## config.mk

```make
export PLATFORM = sky130hd
export DESIGN_NAME = xbus_seq
export DESIGN_NICKNAME = d
export VERILOG_FILES = /design/src/rtl/xbus_pkg.sv /design/src/rtl/xbus_stretch_reg.sv /design/src/rtl/xbus_req_capture.sv /design/src/rtl/xbus_rdcap.sv /design/src/rtl/xbus_fsm.sv /design/src/rtl/xbus_seq.sv
export SDC_FILE = /design/constraint.sdc
export NUM_CORES = 1
export LEC_CHECK = 0
export CAP_MARGIN = 20
export CELL_PAD_IN_SITES_DETAIL_PLACEMENT = 0
export CELL_PAD_IN_SITES_GLOBAL_PLACEMENT = 1
export CORE_AREA = 3 3 77 79
export DETAILED_ROUTE_END_ITERATION = 6
export DIE_AREA = 0 0 80 82
export DONT_BUFFER_PORTS = 1
export PLACE_DENSITY = 0.93
export SLEW_MARGIN = 20
export SYNTH_ARGS = -nofsm -noshare
export SYNTH_HDL_FRONTEND = slang
export SYNTH_SLANG_ARGS = --single-unit
```

## constraint.sdc

```tcl
create_clock -name clk -period 4.7 [get_ports clk]
set_input_delay 0 -clock clk [delete_from_list [all_inputs] [get_ports clk]]
set_output_delay 0 -clock clk [all_outputs]
set_load 0.02 [all_outputs]
```

## src/rtl/xbus_pkg.sv

```systemverilog
package xbus_pkg;

    typedef enum logic [1:0] {
        ACC_FETCH = 2'b00,
        ACC_READ  = 2'b01,
        ACC_WRITE = 2'b10
    } acc_kind_e;

    typedef enum logic [2:0] {
        ST_IDLE,
        ST_LATCH,
        ST_HOLD,
        ST_STROBE,
        ST_RECOVER
    } bus_state_e;

endpackage

```

## src/rtl/xbus_stretch_reg.sv

```systemverilog
module xbus_stretch_reg #(
    parameter int STRETCH_W   = 3,
    parameter int STRETCH_RST = 1
) (
    input  logic                 clk,
    input  logic                 rst,
    input  logic                 we,
    input  logic [STRETCH_W-1:0] wdata,
    output logic [STRETCH_W-1:0] stretch
);

    localparam logic [STRETCH_W-1:0] RST_VAL = STRETCH_W'(STRETCH_RST);

    always_ff @(posedge clk or posedge rst) begin
        if (rst) begin
            stretch <= RST_VAL;
        end else if (we) begin
            stretch <= wdata;
        end
    end

endmodule

```

## src/rtl/xbus_req_capture.sv

```systemverilog
module xbus_req_capture
    import xbus_pkg::*;
#(
    parameter int BYTE_W    = 8,
    parameter int STRETCH_W = 3
) (
    input  logic                  clk,
    input  logic                  rst,
    input  logic                  accept,
    input  logic [1:0]            req_kind,
    input  logic                  req_wide,
    input  logic [2*BYTE_W-1:0]   req_addr,
    input  logic [BYTE_W-1:0]     req_wdata,
    input  logic [BYTE_W-1:0]     hiport,
    input  logic [STRETCH_W-1:0]  stretch_in,
    output acc_kind_e             kind_q,
    output logic [BYTE_W-1:0]     lo_q,
    output logic [BYTE_W-1:0]     hi_q,
    output logic [BYTE_W-1:0]     wdata_q,
    output logic [STRETCH_W-1:0]  stretch_q
);

    acc_kind_e         kind_dec;
    logic [BYTE_W-1:0] hi_sel;

    // The spare code is folded onto a data read.
    always_comb begin
        unique case (req_kind)
            2'b00:   kind_dec = ACC_FETCH;
            2'b10:   kind_dec = ACC_WRITE;
            default: kind_dec = ACC_READ;
        endcase
    end

    // Fetches and pointer accesses use the address upper byte; register-indirect
    // data accesses use the software latch.
    always_comb begin
        if (kind_dec == ACC_FETCH || req_wide) begin
            hi_sel = req_addr[2*BYTE_W-1:BYTE_W];
        end else begin
            hi_sel = hiport;
        end
    end

    always_ff @(posedge clk or posedge rst) begin
        if (rst) begin
            kind_q    <= ACC_FETCH;
            lo_q      <= '1;
            hi_q      <= '1;
            wdata_q   <= '0;
            stretch_q <= '0;
        end else if (accept) begin
            kind_q    <= kind_dec;
            lo_q      <= req_addr[BYTE_W-1:0];
            hi_q      <= hi_sel;
            wdata_q   <= req_wdata;
            stretch_q <= stretch_in;
        end
    end

endmodule

```

## src/rtl/xbus_rdcap.sv

```systemverilog
module xbus_rdcap #(
    parameter int BYTE_W = 8
) (
    input  logic              clk,
    input  logic              rst,
    input  logic              cap_en,
    input  logic [BYTE_W-1:0] ad_in,
    output logic [BYTE_W-1:0] rdata
);

    always_ff @(posedge clk or posedge rst) begin
        if (rst) begin
            rdata <= '0;
        end else if (cap_en) begin
            rdata <= ad_in;
        end
    end

endmodule

```

## src/rtl/xbus_fsm.sv

```systemverilog
module xbus_fsm
    import xbus_pkg::*;
#(
    parameter int CLK_PER_MC = 4,
    parameter int STRETCH_W  = 3,
    parameter int BYTE_W     = 8
) (
    input  logic                 clk,
    input  logic                 rst,
    input  logic                 req_valid,
    input  acc_kind_e            kind,
    input  logic [STRETCH_W-1:0] stretch,
    input  logic [BYTE_W-1:0]    lo,
    input  logic [BYTE_W-1:0]    wdata,
    output logic                 accept,
    output logic                 ale,
    output logic                 psen_n,
    output logic                 rd_n,
    output logic                 wr_n,
    output logic                 ad_oe,
    output logic [BYTE_W-1:0]    ad_out,
    output logic                 ready,
    output logic                 cap_en
);

    // Longest access in clocks and the counter that spans it.
    localparam int MAX_LEN = CLK_PER_MC * ((1 << STRETCH_W) + 1);
    localparam int CNT_W   = $clog2(MAX_LEN + 1);
    localparam logic [CNT_W-1:0] MC_LEN = CNT_W'(CLK_PER_MC);
    // Fixed clocks outside the strobe: latch, hold, and the recovery clocks.
    localparam logic [CNT_W-1:0] FETCH_FIXED = CNT_W'(3);
    localparam logic [CNT_W-1:0] DATA_FIXED  = CNT_W'(4);

    bus_state_e       state, state_nxt;
    logic [CNT_W-1:0] cnt, cnt_nxt;
    logic [CNT_W-1:0] data_len;
    logic [CNT_W-1:0] strobe_load;
    logic [CNT_W-1:0] recov_load;
    logic             is_fetch;
    logic             is_write;

    assign is_fetch = (kind == ACC_FETCH);
    assign is_write = (kind == ACC_WRITE);
    assign accept   = (state == ST_IDLE) && req_valid;

    // Data access length: (stretch + 2) machine cycles.
    assign data_len = MC_LEN * (CNT_W'(stretch) + CNT_W'(2));

    always_comb begin
        if (is_fetch) begin
            strobe_load = MC_LEN - FETCH_FIXED - CNT_W'(1);
            recov_load  = '0;
        end else begin
            strobe_load = data_len - DATA_FIXED - CNT_W'(1);
            recov_load  = CNT_W'(1);
        end
    end

    // Next-state logic.
    always_comb begin
        state_nxt = state;
        cnt_nxt   = cnt;
        unique case (state)
            ST_IDLE: begin
                if (req_valid) state_nxt = ST_LATCH;
            end
            ST_LATCH: begin
                state_nxt = ST_HOLD;
            end
            ST_HOLD: begin
                state_nxt = ST_STROBE;
                cnt_nxt   = strobe_load;
            end
            ST_STROBE: begin
                if (cnt == '0) begin
                    state_nxt = ST_RECOVER;
                    cnt_nxt   = recov_load;
                end else begin
                    cnt_nxt = cnt - CNT_W'(1);
                end
            end
            ST_RECOVER: begin
                if (cnt == '0) begin
                    state_nxt = ST_IDLE;
                end else begin
                    cnt_nxt = cnt - CNT_W'(1);
                end
            end
            default: begin
                state_nxt = ST_IDLE;
                cnt_nxt   = '0;
            end
        endcase
    end

    // State register.
    always_ff @(posedge clk or posedge rst) begin
        if (rst) begin
            state <= ST_IDLE;
            cnt   <= '0;
        end else begin
            state <= state_nxt;
            cnt   <= cnt_nxt;
        end
    end

    // Output decode.
    always_comb begin
        ale    = 1'b0;
        psen_n = 1'b1;
        rd_n   = 1'b1;
        wr_n   = 1'b1;
        ad_oe  = 1'b0;
        ad_out = '1;
        ready  = 1'b0;
        cap_en = 1'b0;
        if (rst) begin
            ale   = 1'b1;
            ad_oe = 1'b1;
        end else begin
            unique case (state)
                ST_IDLE: begin
                end
                ST_LATCH: begin
                    ale    = 1'b1;
                    ad_oe  = 1'b1;
                    ad_out = lo;
                end
                ST_HOLD: begin
                    ad_oe  = 1'b1;
                    ad_out = is_write ? wdata : lo;
                end
                ST_STROBE: begin
                    if (is_write) begin
                        ad_oe  = 1'b1;
                        ad_out = wdata;
                        wr_n   = 1'b0;
                    end else begin
                        if (is_fetch) psen_n = 1'b0;
                        else          rd_n   = 1'b0;
                        cap_en = (cnt == '0);
                    end
                end
                ST_RECOVER: begin
                    if (is_write) begin
                        ad_oe  = 1'b1;
                        ad_out = wdata;
                    end
                    ready = (cnt == '0);
                end
                default: begin
                end
            endcase
        end
    end

endmodule

```

## src/rtl/xbus_seq.sv

```systemverilog
module xbus_seq
    import xbus_pkg::*;
#(
    parameter int BYTE_W      = 8,
    parameter int STRETCH_W   = 3,
    parameter int STRETCH_RST = 1,
    parameter int CLK_PER_MC  = 4
) (
    input  logic                 clk,
    input  logic                 rst,
    input  logic                 req_valid,
    input  logic [1:0]           req_kind,
    input  logic                 req_wide,
    input  logic [2*BYTE_W-1:0]  req_addr,
    input  logic [BYTE_W-1:0]    req_wdata,
    input  logic [BYTE_W-1:0]    hiport,
    input  logic                 stretch_we,
    input  logic [STRETCH_W-1:0] stretch_wdata,
    output logic                 ready,
    output logic [BYTE_W-1:0]    rdata,
    output logic                 ale,
    output logic                 psen_n,
    output logic                 rd_n,
    output logic                 wr_n,
    output logic [BYTE_W-1:0]    addr_hi,
    output logic [BYTE_W-1:0]    ad_out,
    output logic                 ad_oe,
    input  logic [BYTE_W-1:0]    ad_in
);

    logic                 accept;
    logic                 cap_en;
    logic [STRETCH_W-1:0] stretch_cur;
    logic [STRETCH_W-1:0] stretch_q;
    acc_kind_e            kind_q;
    logic [BYTE_W-1:0]    lo_q;
    logic [BYTE_W-1:0]    wdata_q;

    xbus_stretch_reg #(
        .STRETCH_W   (STRETCH_W),
        .STRETCH_RST (STRETCH_RST)
    ) u_stretch (
        .clk     (clk),
        .rst     (rst),
        .we      (stretch_we),
        .wdata   (stretch_wdata),
        .stretch (stretch_cur)
    );

    xbus_req_capture #(
        .BYTE_W    (BYTE_W),
        .STRETCH_W (STRETCH_W)
    ) u_cap (
        .clk        (clk),
        .rst        (rst),
        .accept     (accept),
        .req_kind   (req_kind),
        .req_wide   (req_wide),
        .req_addr   (req_addr),
        .req_wdata  (req_wdata),
        .hiport     (hiport),
        .stretch_in (stretch_cur),
        .kind_q     (kind_q),
        .lo_q       (lo_q),
        .hi_q       (addr_hi),
        .wdata_q    (wdata_q),
        .stretch_q  (stretch_q)
    );

    xbus_fsm #(
        .CLK_PER_MC (CLK_PER_MC),
        .STRETCH_W  (STRETCH_W),
        .BYTE_W     (BYTE_W)
    ) u_fsm (
        .clk       (clk),
        .rst       (rst),
        .req_valid (req_valid),
        .kind      (kind_q),
        .stretch   (stretch_q),
        .lo        (lo_q),
        .wdata     (wdata_q),
        .accept    (accept),
        .ale       (ale),
        .psen_n    (psen_n),
        .rd_n      (rd_n),
        .wr_n      (wr_n),
        .ad_oe     (ad_oe),
        .ad_out    (ad_out),
        .ready     (ready),
        .cap_en    (cap_en)
    );

    xbus_rdcap #(
        .BYTE_W (BYTE_W)
    ) u_rdcap (
        .clk    (clk),
        .rst    (rst),
        .cap_en (cap_en),
        .ad_in  (ad_in),
        .rdata  (rdata)
    );

endmodule

```

# Yosys cells after proc, flatten, opt, wreduce, memory -nomap -nowiden
# Cells that the tools add are included.
# op_classes
eq_ne,10
reduce_logical,12
muxes,36
n_bitwise,1
add_sub_neg,4
# ops
operator,n
8-bit 2-to-1 mux,4
6-bit case mux with 4 select lines,1
8-bit case mux with 3 select lines,1
1-bit 2-to-1 mux,21
6-bit 2-to-1 mux,3
3-bit case mux with 5 select lines,1
6-bit by 1-bit subtractor with 6-bit output (second input constant),2
3-bit 2-to-1 mux,3
3-bit by 2-bit equality test with 1-bit output (second input constant),2
2-bit logical NOT,3
6-bit logical NOT,1
2-bit OR reduction,3
6-bit by 3-bit subtractor with 6-bit output (second input constant),1
3-bit by 2-bit adder with 4-bit output (second input constant),1
2-bit equality test (second input constant),2
2-bit by 1-bit inequality test with 1-bit output (second input constant),2
2-bit inequality test (second input constant),2
2-bit case mux with 2 select lines,1
3-bit by 1-bit equality test with 1-bit output (second input constant),1
3-bit equality test (second input constant),1
3-bit logical NOT,1
3-bit AND reduction,1
1-bit case mux with 2 select lines,1
2-bit AND reduction,1
other kinds (3),3
# word_totals
register_bits,49
word_cells,72

# Longest topological paths before layout
# logic_depth
ltp_word,5
mapped_depth,6
depth_no_buf,6

# By module
# Synthesis repeated with hierarchy kept, for this count alone.
# hier_totals
hier_cells,283
hier_area_um2,2780.2
# by_module_without_submodules
mod,cells_each,seq_area_each_um2,instances,area_each_um2
xbus_req_capture,92,745.7,1,1206.2
xbus_fsm,166,225.2,1,1124.8
xbus_rdcap,18,200.2,1,335.3
xbus_stretch_reg,7,76.3,1,113.9

# Worst setup path before layout
# Ideal clock, no wire load.
# synth_path
path_kind,input to output
start,input rst
end,output ale
slack_ns,2.277
stages,3
t_arrival_ns,2.423
cell_sequence,inv_1 > clkbuf_1 > o21ai_0
# synth_between
elab_chain_cells,1
# synth_rtl
element,line,text
from (decl),xbus_seq.sv:10,"input logic rst,"
1-bit 2-to-1 mux,xbus_fsm.sv:117,if (rst) begin
to (decl),xbus_seq.sv:21,"output logic ale,"
# Every way passes these cells.

# Worst setup path after layout
# layout_path
start,register u_fsm.state[0]
end,output ad_out[0]
# layout_between
elab_chain_cells,4
word_cells_on_any_way,7
cone_classes,4 x eq/ne; 2 x mux; 1 x reduce/logical
# layout_rtl
element,line,text
from (decl),xbus_fsm.sv:34,"bus_state_e state, state_nxt;"
from (signal assigned),xbus_fsm.sv:102,state <= state_nxt;
3-bit by 2-bit equality test with 1-bit output or 3-bit equality test (tied branches),xbus_fsm.sv:121,unique case (state)
2-bit OR reduction (no line),--,
8-bit case mux with 3 select lines (*),xbus_fsm.sv:121,
8-bit 2-to-1 mux (*),xbus_fsm.sv:117,
to (decl),xbus_seq.sv:26,"output logic [BYTE_W-1:0] ad_out,"
# Mark *: on every way between the ends. The rest lies on a longest branch, timed or not.

==> results.tsv <==
stage	metric	value	unit
timing	Setup Viol. Count Final	0	
drt	Post-Route WL	6840	microns
final_layout	Fill cells	446	
placed_design	placed cells	323	
final_layout	final antenna diode count	0	
drt	vias	2228	
logic_synthesis	post-synthesis net count	321	
die	die area	0.00656	sq mm
placed_design	routability cong.	0.859	
logic_synthesis	Mean Syn Cell Area	10.4	sq um
critical_path	Req. time, crit path	4700	ps
global_routing	Overall Global Routing Usage	21.2	%
logic_synthesis	EDFF count, synth	0	
timing	max-slew headroom at the worst pin	24.6	%
final_layout	fin cells	381	
logic_synthesis	top cells by count, synth	dfrtp_1 (32), o21ai_0 (23), mux2_2 (21)	
logic_synthesis	Netlist cell types	47	
drt	drt wl/cell	17.9	microns
clock_network	cts hold-fix bufs	50	
die	die height	82	microns
logic_synthesis	post-synthesis sequential element count	49	
power	static leakage	1.41	nW
timing	Final Hold Viols	0	
global_routing	largest net degree at the start of global routing	52	
final_layout	synthesis-to-finish area growth	22.3	%
clock_network	CTS Root Cell	clkbuf_8	
drt	DRT Pass-1 Iters	4	
timing	RSZ-0062 raised after global routing	false	
logic_synthesis	share of the yosys chip area belonging to registers	45.1	%
global_routing	GR peak layer	met2	
final_layout	layout cells sized above 1	19.7	%
logic_synthesis	Yosys top cell area share	28.9	%
timing	Fin Setup TNS	0	ps
logic_synthesis	Mapped Area	0.00277	sq mm
timing	fmax	441	MHz
die	chip width	80	microns
drt	via-per-instance ratio	5.85	
logic_synthesis	Primary FF master, synth	dfrtp_1	
clock_network	CTS Buffer Depth	2	
critical_path	Critical Path AT	2270	ps
die	Starting Density	51.2	%
power	Max IR drop VDD	0.375	mV
critical_path	Max FO, Critical Path	20	
global_routing	antenna violations before repair	0	
critical_path	crit path kind	flop to output port	
logic_synthesis	area leader, netlist	dfrtp_1	
global_routing	vias in the first global route	2245	
placed_design	placed instance area	0.00280	sq mm
logic_synthesis	Synth async-reset ratio	100	%
logic_synthesis	most frequent cell after synthesis	dfrtp_1	
clock_network	Resized Gates After CTS	0	
drt	DRT iter0 DRCs	159	
timing	Slew @ Worst Pin	1130	ps
power	pwr/cell area	625	mW/mm^2
global_routing	met1 Usage GRT	29.4	%
logic_synthesis	top cells by area, synth	dfrtp_1 (29%), dfstp_2 (16%), mux2_2 (8.5%), mux2_4 (4.3%), o21a_1 (4.3%)	
global_routing	first-pass GRT wire length	10900	microns
logic_synthesis	synth warn	0	
logic_synthesis	Mapped Cells	267	
clock_network	Clock transition at path regs	100	ps
placed_design	Post-DP HPWL	4220	microns
die	io pins	80	
job	Maximum Capacitance Violations	0	
clock_network	H-tree Lvls	2	
timing	Pins Over Slew Limit	0	
critical_path	critical path capture point type	output port	
clock_network	Post-CTS Repair Setup Buffers	0	
die	Core Region	0.00541	sq mm
clock_network	CTS tree	done	
final_layout	Final nets	362	
timing	Tcrit/Tclk final	48.2	%
clock_network	worst-skew pair later-pin latency	300	ps
drt	Final ANT Viol Nets	0	
global_routing	M3 GR Usage	5.59	%
global_routing	met2 GRT Util	32.8	%
critical_path	startpoint types	flop	
run_status	status	complete, no violations	
final_layout	Post-Layout Inst Area	0.00339	sq mm
worst_hold_path	hold crit path type	primary input to asynchronous set/reset pin	
clock_network	clock buffer count from CTS	5	
timing	Fin Clk Skew	8.85	ps
clock_network	CTS sink count	49	
drt	Remaining DRCs	0	
global_routing	final global-route overflow total	0	
die	site row count	27	
placed_design	IO Port Bufs	0	
timing	fin crit period	2270	ps
==> where the power goes <==
group,internal [mW],leakage (nW),switching (mW)
Combinational,0.417,0.791,0.494
Clock,0.106,0.0456,0.148
Sequential,0.668,0.570,0.283
==> routing by layer <==
layer / routed length, microns / vias up / part of all wire [%]
met1: 2860 / 1087 / 42
li1: - / 1049 / -
met2: 3350 / 79 / 49
met3: 522 / 13 / 7.6
met4: 95 / 0 / 1.4
met5: 0 / - / 0
==> cells in the final DEF, fill, tap and decap left out, drive strengths merged, types with 2 or more instances in the layout <==
| cell type | n |
|---|---|
| o21ai | 26 |
| o211ai | 8 |
| a32oi | 2 |
| mux2 | 31 |
| o21a | 16 |
| nand3 | 6 |
| dfstp | 17 |
| a221oi | 2 |
| a21o | 3 |
| a22oi | 3 |
| o32ai | 2 |
| clkbuf | 6 |
| a31oi | 2 |
| and3 | 2 |
| a21oi | 11 |
| dlygate4sd3 | 50 |
| nor2 | 19 |
| o21bai | 2 |
| nand2 | 7 |
| nand2b | 3 |
| ha | 4 |
| inv | 12 |
| nor3 | 15 |
| buf | 3 |
| dfrtp | 32 |
| mux2i | 8 |
| nor4 | 2 |
| nand3b | 2 |
==> final cells by class <==
type | count | area [sq um] | area share, %
repair buffers | 53 | 523 | 15.4
clock buffers | 6 | 72.6 | 2.14
inverters | 11 | 41.3 | 1.22
clock inverters | 2 | 13.8 | 0.407
well taps | 72 | 90.1 | 2.66
flip-flops and latches | 49 | 1250 | 36.8
multi-input cells | 188 | 1400 | 41.3
==> per-stage QoR <==
stage          util [%]  power (mW)  setup WS (ps)  hold slack, ps
6_report           62.6        2.12           2430            56.0
5_1_grt            62.6        2.28           2220            65.8
4_1_cts            62.6        2.11           2430            51.9
3_5_place_dp       51.8        1.81           2460            -198
3_3_place_gp       51.8        1.79           2520            -204
2_1_floorplan         -        1.64           2280            88.7
==> final timing paths <==
path / startpoint / to / slack (ps) / cells past startpoint
worst max-delay path: u_fsm.state[0] / ad_out[0] / 2430 / 4
worst min-delay path: rst / u_rdcap.rdata[4] / 60 / 2
worst max register to register: u_fsm.state[1] / u_cap.wdata_q[6] / 2440 / 3
worst min register to register: u_cap.wdata_q[1] / u_cap.wdata_q[1] / 500 / 1
max in group asynchronous: rst / u_stretch.stretch[2] / 3800 / 3
min in group clk: rst / ready / 100 / 1
==> logic make-up after synthesis <==
logic type	Yosys count	synth area share [%]
buffers and inverters	30	4.66
AND/OR/NAND/NOR	61	11.9
adder cells (fa/ha/maj)	4	1.81
XOR/XNOR	2	0.633
multiplexers	39	16.6
flip-flops	49	45.1
AO/OA/AOI/OAI	82	19.3
==> worst max-delay path, cell delays in order (launching register included) <==
cell and delay (ps):
dfrtp_1 630, inv_1 390, a21o_1 300, o21ai_0 170, o211ai_1 480
==> flip-flops by register name (all words and copies together) (netlist names) <==
signal	count
u_cap.hi_q	8
u_cap.kind_q	2
u_cap.lo_q	8
u_cap.stretch_q	3
u_cap.wdata_q	8
u_fsm.cnt	6
u_fsm.state	3
u_rdcap.rdata	8
u_stretch.stretch	3
Power figures use the tool's default switching activity.
